[config.mk]
export PLATFORM = sky130hd
export DESIGN_NAME = dual_phase_timer
export DESIGN_NICKNAME = d
export VERILOG_FILES = /design/src/rtl/dpt_pkg.sv /design/src/rtl/dpt_regs.sv /design/src/rtl/dpt_phase_ctr.sv /design/src/rtl/dpt_wdog_latch.sv /design/src/rtl/dual_phase_timer.sv
export SDC_FILE = /design/constraint.sdc
export NUM_CORES = 1
export LEC_CHECK = 0
export ABC_CLOCK_PERIOD_IN_PS = 2760
export BUFFER_PORTS_ARGS = -buffer_cell sky130_fd_sc_hd__buf_2
export CAP_MARGIN = 5
export CORE_MARGIN = 3
export CORE_UTILIZATION = 55
export CTS_CLUSTER_DIAMETER = 60
export DETAILED_ROUTE_END_ITERATION = 7
export MAX_ROUTING_LAYER = met4
export PLACE_DENSITY = 0.77
export SYNTH_ARGS = -nofsm -noshare
export SYNTH_HDL_FRONTEND = slang
export SYNTH_SLANG_ARGS = --single-unit
[constraint.sdc]
create_clock -name clk -period 2.76 [get_ports clk]
set_input_delay 0.414 -clock clk [delete_from_list [all_inputs] [get_ports clk]]
set_output_delay 0.414 -clock clk [all_outputs]
set_load 0.02 [all_outputs]
[src/rtl/dpt_pkg.sv]
package dpt_pkg;

  localparam int unsigned DPT_W    = 32;
  localparam int unsigned DPT_AW   = 5;
  localparam logic [7:0]  WDOG_TAG = 8'hFF;

  typedef enum logic {PH_HIGH = 1'b0, PH_LOW = 1'b1} phase_e;

  typedef enum logic [2:0] {
    SEL_CTRL, SEL_HI1, SEL_HI0, SEL_LO1, SEL_LO0, SEL_NONE
  } reg_sel_e;

  function automatic reg_sel_e decode_addr(input logic [DPT_AW-1:0] a);
    case (a)
      5'h00:   return SEL_CTRL;
      5'h04:   return SEL_HI1;
      5'h08:   return SEL_HI0;
      5'h0C:   return SEL_LO1;
      5'h10:   return SEL_LO0;
      default: return SEL_NONE;
    endcase
  endfunction

  // A zero count still occupies one cycle.
  function automatic logic [DPT_W-1:0] eff_count(input logic [DPT_W-1:0] v);
    return (v == '0) ? {{(DPT_W-1){1'b0}}, 1'b1} : v;
  endfunction

  function automatic logic is_wdog_tag(input logic [DPT_W-1:0] v);
    return v[7:0] == WDOG_TAG;
  endfunction

  function automatic logic [DPT_W-1:0] wdog_count(input logic [DPT_W-1:0] v);
    return {8'h00, v[DPT_W-1:8]};
  endfunction

endpackage

[src/rtl/dpt_regs.sv]
module dpt_regs
  import dpt_pkg::*;
#(
  parameter int unsigned NUM_TMR = 2,
  parameter int unsigned CNT_W   = DPT_W,
  parameter int unsigned ADDR_W  = DPT_AW
) (
  input  logic                           clk,
  input  logic                           rst_n,
  input  logic [ADDR_W-1:0]              addr,
  input  logic                           we,
  input  logic [CNT_W-1:0]               wdata,
  output logic [CNT_W-1:0]               rdata,
  output logic [NUM_TMR-1:0]             run_en,
  output logic [NUM_TMR-1:0][CNT_W-1:0]  hi_q,
  output logic [NUM_TMR-1:0][CNT_W-1:0]  lo_q
);

  reg_sel_e sel;
  assign sel = decode_addr(addr);

  always_ff @(posedge clk or negedge rst_n) begin
    if (!rst_n) begin
      run_en <= '0;
      hi_q   <= '0;
      lo_q   <= '0;
    end else if (we) begin
      case (sel)
        SEL_CTRL: run_en <= wdata[NUM_TMR-1:0];
        SEL_HI1:  if (!run_en[1]) hi_q[1] <= wdata;
        SEL_HI0:  if (!run_en[0]) hi_q[0] <= wdata;
        SEL_LO1:  if (!run_en[1]) lo_q[1] <= wdata;
        SEL_LO0:  if (!run_en[0]) lo_q[0] <= wdata;
        default:  ;
      endcase
    end
  end

  always_comb begin
    case (sel)
      SEL_CTRL: rdata = {{(CNT_W-NUM_TMR){1'b0}}, run_en};
      SEL_HI1:  rdata = hi_q[1];
      SEL_HI0:  rdata = hi_q[0];
      SEL_LO1:  rdata = lo_q[1];
      SEL_LO0:  rdata = lo_q[0];
      default:  rdata = '0;
    endcase
  end

endmodule

[src/rtl/dpt_phase_ctr.sv]
module dpt_phase_ctr
  import dpt_pkg::*;
#(
  parameter int unsigned CNT_W = DPT_W
) (
  input  logic             clk,
  input  logic             rst_n,
  input  logic             en,
  input  logic             single,
  input  logic [CNT_W-1:0] hi_val,
  input  logic [CNT_W-1:0] lo_val,
  output logic             running,
  output logic             evt
);

  localparam logic [CNT_W-1:0] ONE = {{(CNT_W-1){1'b0}}, 1'b1};

  phase_e           phase;
  logic [CNT_W-1:0] cnt;
  logic             at_end;

  assign at_end = (cnt == ONE);
  assign evt    = running && at_end && (phase == PH_LOW || single);

  always_ff @(posedge clk or negedge rst_n) begin
    if (!rst_n) begin
      running <= 1'b0;
      phase   <= PH_HIGH;
      cnt     <= ONE;
    end else if (!en) begin
      running <= 1'b0;
      phase   <= PH_HIGH;
    end else if (!running) begin
      running <= 1'b1;
      phase   <= PH_HIGH;
      cnt     <= eff_count(hi_val);
    end else if (at_end) begin
      if (phase == PH_HIGH && !single) begin
        phase <= PH_LOW;
        cnt   <= eff_count(lo_val);
      end else begin
        phase <= PH_HIGH;
        cnt   <= eff_count(hi_val);
      end
    end else begin
      cnt <= cnt - ONE;
    end
  end

endmodule

[src/rtl/dpt_wdog_latch.sv]
module dpt_wdog_latch (
  input  logic clk,
  input  logic rst_n,
  input  logic armed,
  input  logic expire,
  output logic req
);

  always_ff @(posedge clk or negedge rst_n) begin
    if (!rst_n) req <= 1'b0;
    else if (armed && expire) req <= 1'b1;
  end

endmodule

[src/rtl/dual_phase_timer.sv]
module dual_phase_timer
  import dpt_pkg::*;
#(
  parameter int unsigned CNT_W  = DPT_W,
  parameter int unsigned ADDR_W = DPT_AW
) (
  input  logic              clk,
  input  logic              rst_n,
  input  logic [ADDR_W-1:0] bus_addr,
  input  logic              bus_we,
  input  logic [CNT_W-1:0]  bus_wdata,
  output logic [CNT_W-1:0]  bus_rdata,
  output logic              tick_irq1,
  output logic              tick_irq0,
  output logic              wdog_req
);

  localparam int unsigned NUM_TMR  = 2;
  localparam int unsigned WDOG_IDX = 0;

  logic [NUM_TMR-1:0]            run_en;
  logic [NUM_TMR-1:0][CNT_W-1:0] hi_q;
  logic [NUM_TMR-1:0][CNT_W-1:0] lo_q;
  logic [NUM_TMR-1:0][CNT_W-1:0] hi_sel;
  logic [NUM_TMR-1:0]            single_ph;
  logic [NUM_TMR-1:0]            running;
  logic [NUM_TMR-1:0]            evt;
  logic                          wdog_mode;

  assign wdog_mode = is_wdog_tag(hi_q[WDOG_IDX]);

  dpt_regs #(
    .NUM_TMR(NUM_TMR), .CNT_W(CNT_W), .ADDR_W(ADDR_W)
  ) u_regs (
    .clk(clk), .rst_n(rst_n), .addr(bus_addr), .we(bus_we),
    .wdata(bus_wdata), .rdata(bus_rdata),
    .run_en(run_en), .hi_q(hi_q), .lo_q(lo_q)
  );

  for (genvar i = 0; i < NUM_TMR; i++) begin : g_tmr
    if (i == WDOG_IDX) begin : g_wd
      assign single_ph[i] = wdog_mode;
      assign hi_sel[i]    = wdog_mode ? wdog_count(hi_q[i]) : hi_q[i];
    end else begin : g_plain
      assign single_ph[i] = 1'b0;
      assign hi_sel[i]    = hi_q[i];
    end

    dpt_phase_ctr #(.CNT_W(CNT_W)) u_ctr (
      .clk(clk), .rst_n(rst_n), .en(run_en[i]), .single(single_ph[i]),
      .hi_val(hi_sel[i]), .lo_val(lo_q[i]),
      .running(running[i]), .evt(evt[i])
    );
  end

  dpt_wdog_latch u_wdog (
    .clk(clk), .rst_n(rst_n), .armed(wdog_mode),
    .expire(evt[WDOG_IDX]), .req(wdog_req)
  );

  assign tick_irq1 = evt[1];
  assign tick_irq0 = evt[WDOG_IDX] && !wdog_mode;

endmodule

# [Word-level counts from Yosys, hierarchy flattened]
# Index checks and enable logic that the tools add are counted.
[totals] regBits=199 in_bits=40
[op_classes] n_addsub=2 n_eq_ne=13 muxes=23 n_bitwise=3 reduce_logical=20
[ops] op="32-bit two-way mux" n=11
[ops] op="32-bit one-hot mux with 5 select lines" n=1
[ops] op="32-bit logical NOT" n=4
[ops] op="32-bit by 1-bit equality test with 1-bit output, second input constant" n=2
[ops] op="32-bit by 1-bit subtractor with 32-bit output, second input constant" n=2
[ops] op="3-bit one-hot mux with 5 select lines" n=1
[ops] op="3-bit AND reduction" n=4
[ops] op="5-bit by 4-bit equality test with 1-bit output, second input constant" n=2
[ops] op="1-bit two-way mux" n=10
[ops] op="8-bit equality test, second input constant" n=1
[ops] op="1-bit logical AND" n=7
[ops] op="3-bit by 2-bit equality test with 1-bit output, second input constant" n=2
[ops] op="3-bit != test, second input constant" n=2
[ops] op="5-bit by 3-bit equality test with 1-bit output, second input constant" n=1
[ops] op="5-bit equality test, second input constant" n=1
[ops] op="5-bit logical NOT" n=1
[ops] op="3-bit by 1-bit equality test with 1-bit output, second input constant" n=1
[ops] op="3-bit equality test, second input constant" n=1
[ops] op="3-bit logical NOT" n=1
[ops] op="1-bit NOT" n=3
[ops] op="2-bit AND reduction" n=1
[ops] op="1-bit logical NOT" n=1
[ops] op="1-bit logical OR" n=1

# [Logic depth before layout (Yosys ltp)]
# Gate-level depths: netlist of run 1.
[depth] ltp_word=7 ltp_mapped=10 mapped_depth_nobuf=8

# [By module]
# A second synthesis of run 1 with hierarchy kept.
[hier_totals] hier_cells=1102 area_unflattened_um2=11911.4
[modules_own_cells] mod="dpt_regs" n_inst=1 cells_per_inst=402 area_each_um2=5894.4 seq_area_each_um2=3253.1
[modules_own_cells] mod="dpt_phase_ctr (g_tmr[0].u_ctr)" n_inst=1 cells_per_inst=344 area_each_um2=2907.8 seq_area_each_um2=852.1
[modules_own_cells] mod="dpt_phase_ctr (g_tmr[1].u_ctr)" n_inst=1 cells_per_inst=312 area_each_um2=2658.8 seq_area_each_um2=852.1
[modules_own_cells] mod="dual_phase_timer" n_inst=1 cells_per_inst=42 area_each_um2=417.9 seq_area_each_um2=0.0
[modules_own_cells] mod="dpt_wdog_latch" n_inst=1 cells_per_inst=2 area_each_um2=32.5 seq_area_each_um2=25.0

# [Least setup slack after synthesis of run 1]
# Ideal clock, no wire load.
[synth_timing] kind="reg2out" startpoint="register g_tmr[0].u_ctr.cnt[16]" endpoint="output tick_irq0" arrival_ns=2.393 setup_slack_ns=-0.047 stages_incl_launch_ff=8 path_cell_list="dfrtp_1 > or4_1 > buf_2 > nor4b_1 > nor4b_1 > buf_2 > buf_2 > and3_1"
[synth_via] elab_chain_len=4
[synth_rtl] item="from (decl)" line_no="dpt_phase_ctr.sv:19" text="logic [CNT_W-1:0] cnt;"
[synth_rtl] item="from (signal assigned)" line_no="dpt_phase_ctr.sv:36" text="cnt <= eff_count(hi_val);"
[synth_rtl] item="from (signal assigned)" line_no="dpt_phase_ctr.sv:40" text="cnt <= eff_count(lo_val);"
[synth_rtl] item="from (signal assigned)" line_no="dpt_phase_ctr.sv:43" text="cnt <= eff_count(hi_val);"
[synth_rtl] item="32-bit by 1-bit equality test with 1-bit output" line_no="dpt_phase_ctr.sv:22" text="assign at_end = (cnt == ONE);"
[synth_rtl] item="1-bit logical AND (2 in a row)" line_no="dpt_phase_ctr.sv:23" text="assign evt = running && at_end && (phase == PH_LOW || single);"
[synth_rtl] item="1-bit logical AND" line_no="dual_phase_timer.sv:62" text="assign tick_irq0 = evt[WDOG_IDX] && !wdog_mode;"
[synth_rtl] item="to (decl)" line_no="dual_phase_timer.sv:14" text="output logic tick_irq0,"
# No other way between the ends.

# [Final worst setup path of run 1]
[layout_timing] startpoint="register g_tmr[0].u_ctr.cnt[15]" endpoint="output tick_irq0"
# The elaborated chain is that of the path after synthesis.

==> impl_metrics.json, run 1 <==
{
  "status": "complete, but fails checks",
  "violations": "setup timing",
  "worst_clock_skew_ns": 0.0109,
  "num_vias": 10800,
  "io_pins": 75,
  "timing.slew.headroom_pct": 49.3,
  "synth_edf_count": 0,
  "core_um2": 19700,
  "ys.flop_type": "dfrtp_1",
  "tightest_slew_ns": 0.754,
  "via_per_inst": 7.21,
  "holdPathStages": 2,
  "synth.distinct_cells": 75,
  "path_class": "reg -> out",
  "ctsLongestPathBuffers": 2,
  "dpl.hpwl_mm": 27.2,
  "fp.dieW_um": 149,
  "mostFrequentLayoutCells": "dfrtp_1 (196), nand2_1 (137), mux2_2 (130), buf_4 (73), buf_2 (71)",
  "core.rowCount": 51,
  "antenna_found_initial": 1,
  "max_freq_mhz": 360,
  "netlist_area_um2": 11200,
  "critPathArrivalTime_ns": 2.37,
  "grt_overflow_total": 0,
  "track_usage_pct": 35.7,
  "dieArea_um2": 22100,
  "place_area_um2": 12300,
  "synthCells": 1125,
  "worstHoldStart": "bus_wdata[25]",
  "async_flop_share_pct": 100,
  "fin_ws_ns": -0.0201,
  "crit_cells": 5,
  "crit_buf_inv": 1,
  "ys_seq_area_share_pct": 44.6,
  "initial_utilization_pct": 56.7,
  "grt_max_degree": 65,
  "syn_nets": 1169,
  "crit_family": "simple AND/OR/NAND/NOR gates",
  "drcViolationCount": 0,
  "cp_max_fo": 2,
  "r2r-start": "g_tmr[1].u_ctr.cnt[0]",
  "p_per_area_nw_per_um2": 842,
  "cp-start-kind": "flip-flop",
  "finalCritPeriodShare_pct": 101,
  "holdWs_ns": 0.260,
  "ir_drop_uv": 498,
  "cts_tree": "built",
  "firstDrtPassIters": 8,
  "slew_viol_final": 0,
  "finalWirelength_mm": 38.7,
  "cp-end-kind": "output pin",
  "critPathMostFrequentCell": "nor4b_4",
  "yosysWarnings": 0,
  "reg2reg_depth": 10,
  "max_stage_delay_ns": 0.56,
  "root_buffer": "clkbuf_16",
  "drive_above_1_share_pct": 28.8,
  "cap_viol_max_count": 0,
  "grt_pass1_wl_mm": 58.9,
  "mostFrequentLayoutCell": "dfrtp_1",
  "rsz0062_at_grt": "yes",
  "path_cells": "or4_4 -> nor4b_4 -> nor4b_4 -> and3_4 -> buf_6",
  "ys_seq_elements": 199,
  "final_area_um2": 13100,
  "postRouteAntennaNets": 0,
  "cts.sinks": 199,
  "syn_avg_cell_area_um2": 9.94,
  "areaGrowthSynthToFinish_pct": 17.1,
  "crit_required_ns": 2.35,
  "clk_pin_slew_worst_paths_ns": 0.08,
  "die_y_um": 149,
  "slowest_stage": "or4_4",
  "cp-startpoint": "g_tmr[0].u_ctr.cnt[15]",
  "hold_path_class": "in -> reg",
  "h-tree-depth": 4,
  "p_leak_uw": 0.00579,
  "fin_crit_ns": 2.78,
  "first_global_vias": 10100,
  "gp_routability_congestion": 0.963,
  "drt-initial-drc-count": 2096,
  "wl_per_cell_um": 25.7,
  "fin_nets": 1268,
  "numPortBuffers": 74,
  "clkLatencyLatePin_ns": 0.45,
  "numCtsBuffers": 17,
  "setup_viol": 2,
  "hold_viol_final": 0
}
## what timing repair did
action / CTS / global route
pin swaps: 2 / 16
hold buffers: 1 / 0
setup endpoints to repair: 5 / 31
resized for setup: 10 / 23
buffers inserted: 5 / 10
endpoints found under the hold margin: 56 / 0
## registers in the layout (all words and copies together) (netlist names)
| register | flops |
|---|---|
| g_tmr.u_ctr.cnt | 64 |
| u_regs.hi_q | 64 |
| u_regs.lo_q | 64 |
| g_tmr.u_ctr.phase | 2 |
| g_tmr.u_ctr.running | 2 |
| u_regs.run_en | 2 |
| u_wdog.req | 1 |
## final cells by class
class | instances | area (um2)
inverters | 22 | 82.6
multi-input cells | 824 | 5960
flip-flops and latches | 199 | 4980
clock buffers | 19 | 453
repair buffers | 160 | 1160
diodes | 1 | 2.50
clock inverters | 13 | 114
fillers | 1512 | 6630
well taps | 265 | 332
## kinds of logic (layout without fill, tap and decap cells)
logic type / Yosys count / in the layout / synth area share (%)
buffers and inverters: 102 / 214 / 3.59
adders and majority gates: 4 / 4 / 0.448
DFF: 199 / 199 / 44.6
and+or+nand+nor: 392 / 392 / 17.7
other: 0 / 1 / 0
AOI/OAI and AO/OA: 261 / 261 / 17.6
xor gates and xnor gates: 26 / 26 / 2.04
muxes: 141 / 141 / 14.1
## routing by layer
metal  vias to the layer above  global-route usage (%)  share of wire [%]  routed length (um)
li1                       4544                       -                  -                   -
met1                      5296                    50.5                 39               15200
met2                       845                    52.1                 45               17300
met3                       155                    7.13                 13                4880
met4                         0                    11.3                3.4                1320
met5                         -                       -                  0                   0
## synth_stat cells, types with 10 or more instances
library cell	count	area share [%]
mux2_2	130	13
or4_1	13	0.87
inv_1	22	0.74
o211ai_1	11	0.74
a221oi_1	15	1.2
a31oi_1	17	0.95
o21ai_0	40	1.8
dfrtp_1	197	44
a222oi_1	32	2.9
xnor2_1	14	1.1
a221o_1	12	1.1
nand3_1	26	1.2
nor3_1	30	1.3
nor4_1	54	3.0
a22oi_1	14	0.94
nor2_1	53	1.8
a21oi_1	36	1.6
nor2b_1	10	0.56
xor2_1	12	0.94
mux2i_1	11	0.98
nand4_1	23	1.3
nand2_1	137	4.6
clkbuf_1	61	2.0
## where the power goes
part / internal, uW / switching [uW] / leakage [uW] / total (uW)
sequential: 3720 / 1310 / 0.00254 / 5030
combinational: 1680 / 1860 / 0.00298 / 3550
clock: 1230 / 1210 / 0.000272 / 2440
## path summary, 6_finish.rpt
path	endpoint	slack, ns
worst max-delay path	tick_irq0	-0.02
worst min-delay path	u_regs.hi_q[57]	0.26
worst max register to register	g_tmr[1].u_ctr.cnt[2]	0.02
worst min register to register	u_wdog.req	0.49
max in group asynchronous	g_tmr[1].u_ctr.cnt[0]	1.38
min in group asynchronous	g_tmr[1].u_ctr.cnt[25]	0.51
## per-stage QoR
stage | cells | power, uW | utilization [%] | setup slack (ns) | TNS, ns
after floorplan | 1125 | 6770 | - | 0.0464 | 0
after global placement | 1456 | 8130 | 62.2 | -0.00665 | -0.00665
after detailed placement | 1456 | 8250 | 62.2 | -0.0406 | -0.0491
after CTS | 1492 | 10800 | 65.5 | -0.0911 | -0.103
after global routing | 1503 | 11500 | 66.4 | -0.0903 | -0.278
final | 1503 | 11000 | 66.4 | -0.0201 | -0.0226
## worst register-to-register path, stage by stage (launching register included)
cell and delay [ns]:
dfstp_2 0.56, ha_4 0.12, or4b_4 0.46, buf_6 0.13, or3_4 0.38, o31ai_4 0.23, buf_6 0.16, buf_6 0.12
o21a_1 0.15, a21oi_2 0.06, a221o_1 0.26
Power figures use the tool's default switching activity.
==> run 2, diff against run 1 <==
--- a/config.mk
+++ b/config.mk
@@ -6,14 +6,14 @@
 export NUM_CORES = 1
 export LEC_CHECK = 0
 export ABC_CLOCK_PERIOD_IN_PS = 2760
-export BUFFER_PORTS_ARGS = -buffer_cell sky130_fd_sc_hd__buf_2
 export CAP_MARGIN = 5
 export CORE_MARGIN = 3
 export CORE_UTILIZATION = 55
 export CTS_CLUSTER_DIAMETER = 60
 export DETAILED_ROUTE_END_ITERATION = 7
+export DONT_BUFFER_PORTS = 1
 export MAX_ROUTING_LAYER = met4
-export PLACE_DENSITY = 0.77
+export PLACE_DENSITY = 0.74
 export SYNTH_ARGS = -nofsm -noshare
 export SYNTH_HDL_FRONTEND = slang
 export SYNTH_SLANG_ARGS = --single-unit
==> impl_metrics.json, run 2 (synthesis results as in run 1) <==
{
  "fin_crit_ns": 2.82,
  "tightest_slew_ns": 0.684,
  "dieArea_um2": 22100,
  "placed_cells": 1367,
  "antenna_found_initial": 1,
  "grt_max_degree": 200,
  "initial_utilization_pct": 56.7,
  "status": "complete, but fails checks",
  "path_class": "reg -> out",
  "cp-start-kind": "flip-flop",
  "cts.sinks": 199,
  "core.rowCount": 51,
  "firstDrtPassIters": 8,
  "tns_ns": -0.0593,
  "total_power_uw": 10700,
  "clkLatencyLatePin_ns": 0.46,
  "core_um2": 19700,
  "drt-initial-drc-count": 1881,
  "ir_drop_uv": 385,
  "mostFrequentLayoutCell": "dfrtp_1",
  "fin_ws_ns": -0.0593,
  "ctsLongestPathBuffers": 2,
  "numPortBuffers": 0,
  "violations": "DRC, hold timing, setup timing",
  "r2r_setup_slack_ns": 0.12,
  "h-tree-depth": 4,
  "dpl.hpwl_mm": 26.9,
  "finalWirelength_mm": 38.0,
  "timing.slew.headroom_pct": 54.0,
  "grt_pass1_wl_mm": 58.2,
  "wl_per_cell_um": 27.0,
  "die_y_um": 149,
  "r2r-start": "g_tmr[1].u_ctr.cnt[0]",
  "postRouteAntennaNets": 0,
  "max_freq_mhz": 355,
  "drcViolationCount": 16,
  "track_usage_pct": 35.6,
  "rr_endpoint": "g_tmr[1].u_ctr.cnt[17]",
  "fillers": 1585,
  "postLayoutCoreUtil_pct": 62.8,
  "via_per_inst": 7.30,
  "p_per_area_nw_per_um2": 868,
  "numCtsBuffers": 17,
  "place_ws_ns": 0.0411,
  "hold_path_class": "in -> async",
  "cts_tree": "built",
  "worst_clock_skew_ns": 0.0140,
  "drive_above_1_share_pct": 22.6,
  "fin_nets": 1174,
  "first_global_vias": 9812,
  "holdWs_ns": -0.352,
  "p_leak_uw": 0.00531,
  "num_vias": 10300,
  "cp-end-kind": "output pin",
  "grt_overflow_total": 0,
  "crit_required_ns": 2.35,
  "root_buffer": "clkbuf_16",
  "clk_pin_slew_worst_paths_ns": 0.08,
  "gp_routability_congestion": 0.981,
  "reg2reg_depth": 8,
  "fp.dieW_um": 149,
  "setup_viol": 1,
  "cap_viol_max_count": 0,
  "final-instance-count-excl-fill": 1409,
  "areaGrowthSynthToFinish_pct": 10.7,
  "critPathArrivalTime_ns": 2.41,
  "slew_viol_final": 0,
  "finalCritPeriodShare_pct": 102,
  "hold_viol_final": 199,
  "mostFrequentLayoutCells": "dfrtp_1 (194), nand2_1 (137), mux2_2 (130), buf_4 (64), nor4_1 (53)",
  "cp_max_fo": 6,
  "largestRegisters": "g_tmr.u_ctr.cnt x64, u_regs.hi_q x64, u_regs.lo_q x64",
  "rsz0062_at_grt": "yes",
  "io_pins": 75
}
[run 2: cell types whose count changed in the layout (fill, tap and decap cells not counted), moves of 2 or more]
cell        delta
buf_12         -8
buf_2         -71
buf_4          -9
buf_6          -4
clkbuf_8       -3
clkinv_8       +2
clkinvlp_4     -3
dfrtp_1        -2
dfrtp_2        +2
inv_6          +4
nor4_1         +3
nor4_2         -2
[run 2: per-stage QoR]
stage	cell area, um2	hold slack (ns)
floorplan	11200	0.118
global placement	11700	0.127
detailed placement	11700	0.129
CTS	12300	-0.359
global route	12400	-0.368
finish	12400	-0.352
[run 2: worst max-delay path by stage]
stage                           startpoint                      to  depth (start not counted)
global route        g_tmr[0].u_ctr.cnt[18]               tick_irq0                          5
finish              g_tmr[0].u_ctr.cnt[18]               tick_irq0                          5
floorplan           g_tmr[0].u_ctr.cnt[16]               tick_irq0                          7
detailed placement   g_tmr[1].u_ctr.cnt[0]  g_tmr[1].u_ctr.cnt[17]                          8
global placement     g_tmr[1].u_ctr.cnt[0]  g_tmr[1].u_ctr.cnt[17]                          8
CTS                  g_tmr[1].u_ctr.cnt[0]               tick_irq1                          5
[run 2: where the power goes]
group / switching, uW / internal [uW]
clock network: 1310 / 1210
logic: 1660 / 1520
registers: 1320 / 3730
total: 4290 / 6450
[run 2: critical path: stages, from the launching register on]
cell     delay [ns]
dfrtp_1        0.39
or4_4          0.57
nor4b_4        0.32
nor4b_4        0.28
buf_6          0.17
and3_4         0.22
[run 2: what timing repair did]
item	4_1_cts	5_1_grt
endpoints found under the setup margin	2	2
hold endpoints to repair	199	199
buffers inserted	5	5
pin swaps	3	3
resized for setup	12	5
[run 2: cell type report]
| class | count | area (um2) | share of cell area [%] |
|---|---|---|---|
| Multi-Input combinational cell | 824 | 5890 | 47.6 |
| Antenna cell | 1 | 2.50 | 0.0202 |
| Clock buffer | 17 | 425 | 3.44 |
| Tap cell | 265 | 332 | 2.68 |
| Clock inverter | 15 | 150 | 1.21 |
| Inverter | 22 | 82.6 | 0.667 |
| Timing Repair Buffer | 66 | 512 | 4.13 |
| Sequential cell | 199 | 4990 | 40.3 |
[run 2: layer usage]
| layer | track usage, % | up-vias | routed length [um] |
|---|---|---|---|
| li1 | - | 4339 | - |
| met1 | 49.1 | 5063 | 14700 |
| met2 | 50.7 | 756 | 16700 |
| met3 | 9.90 | 121 | 5250 |
| met4 | 13.1 | 0 | 1480 |
| met5 | - | - | 0 |
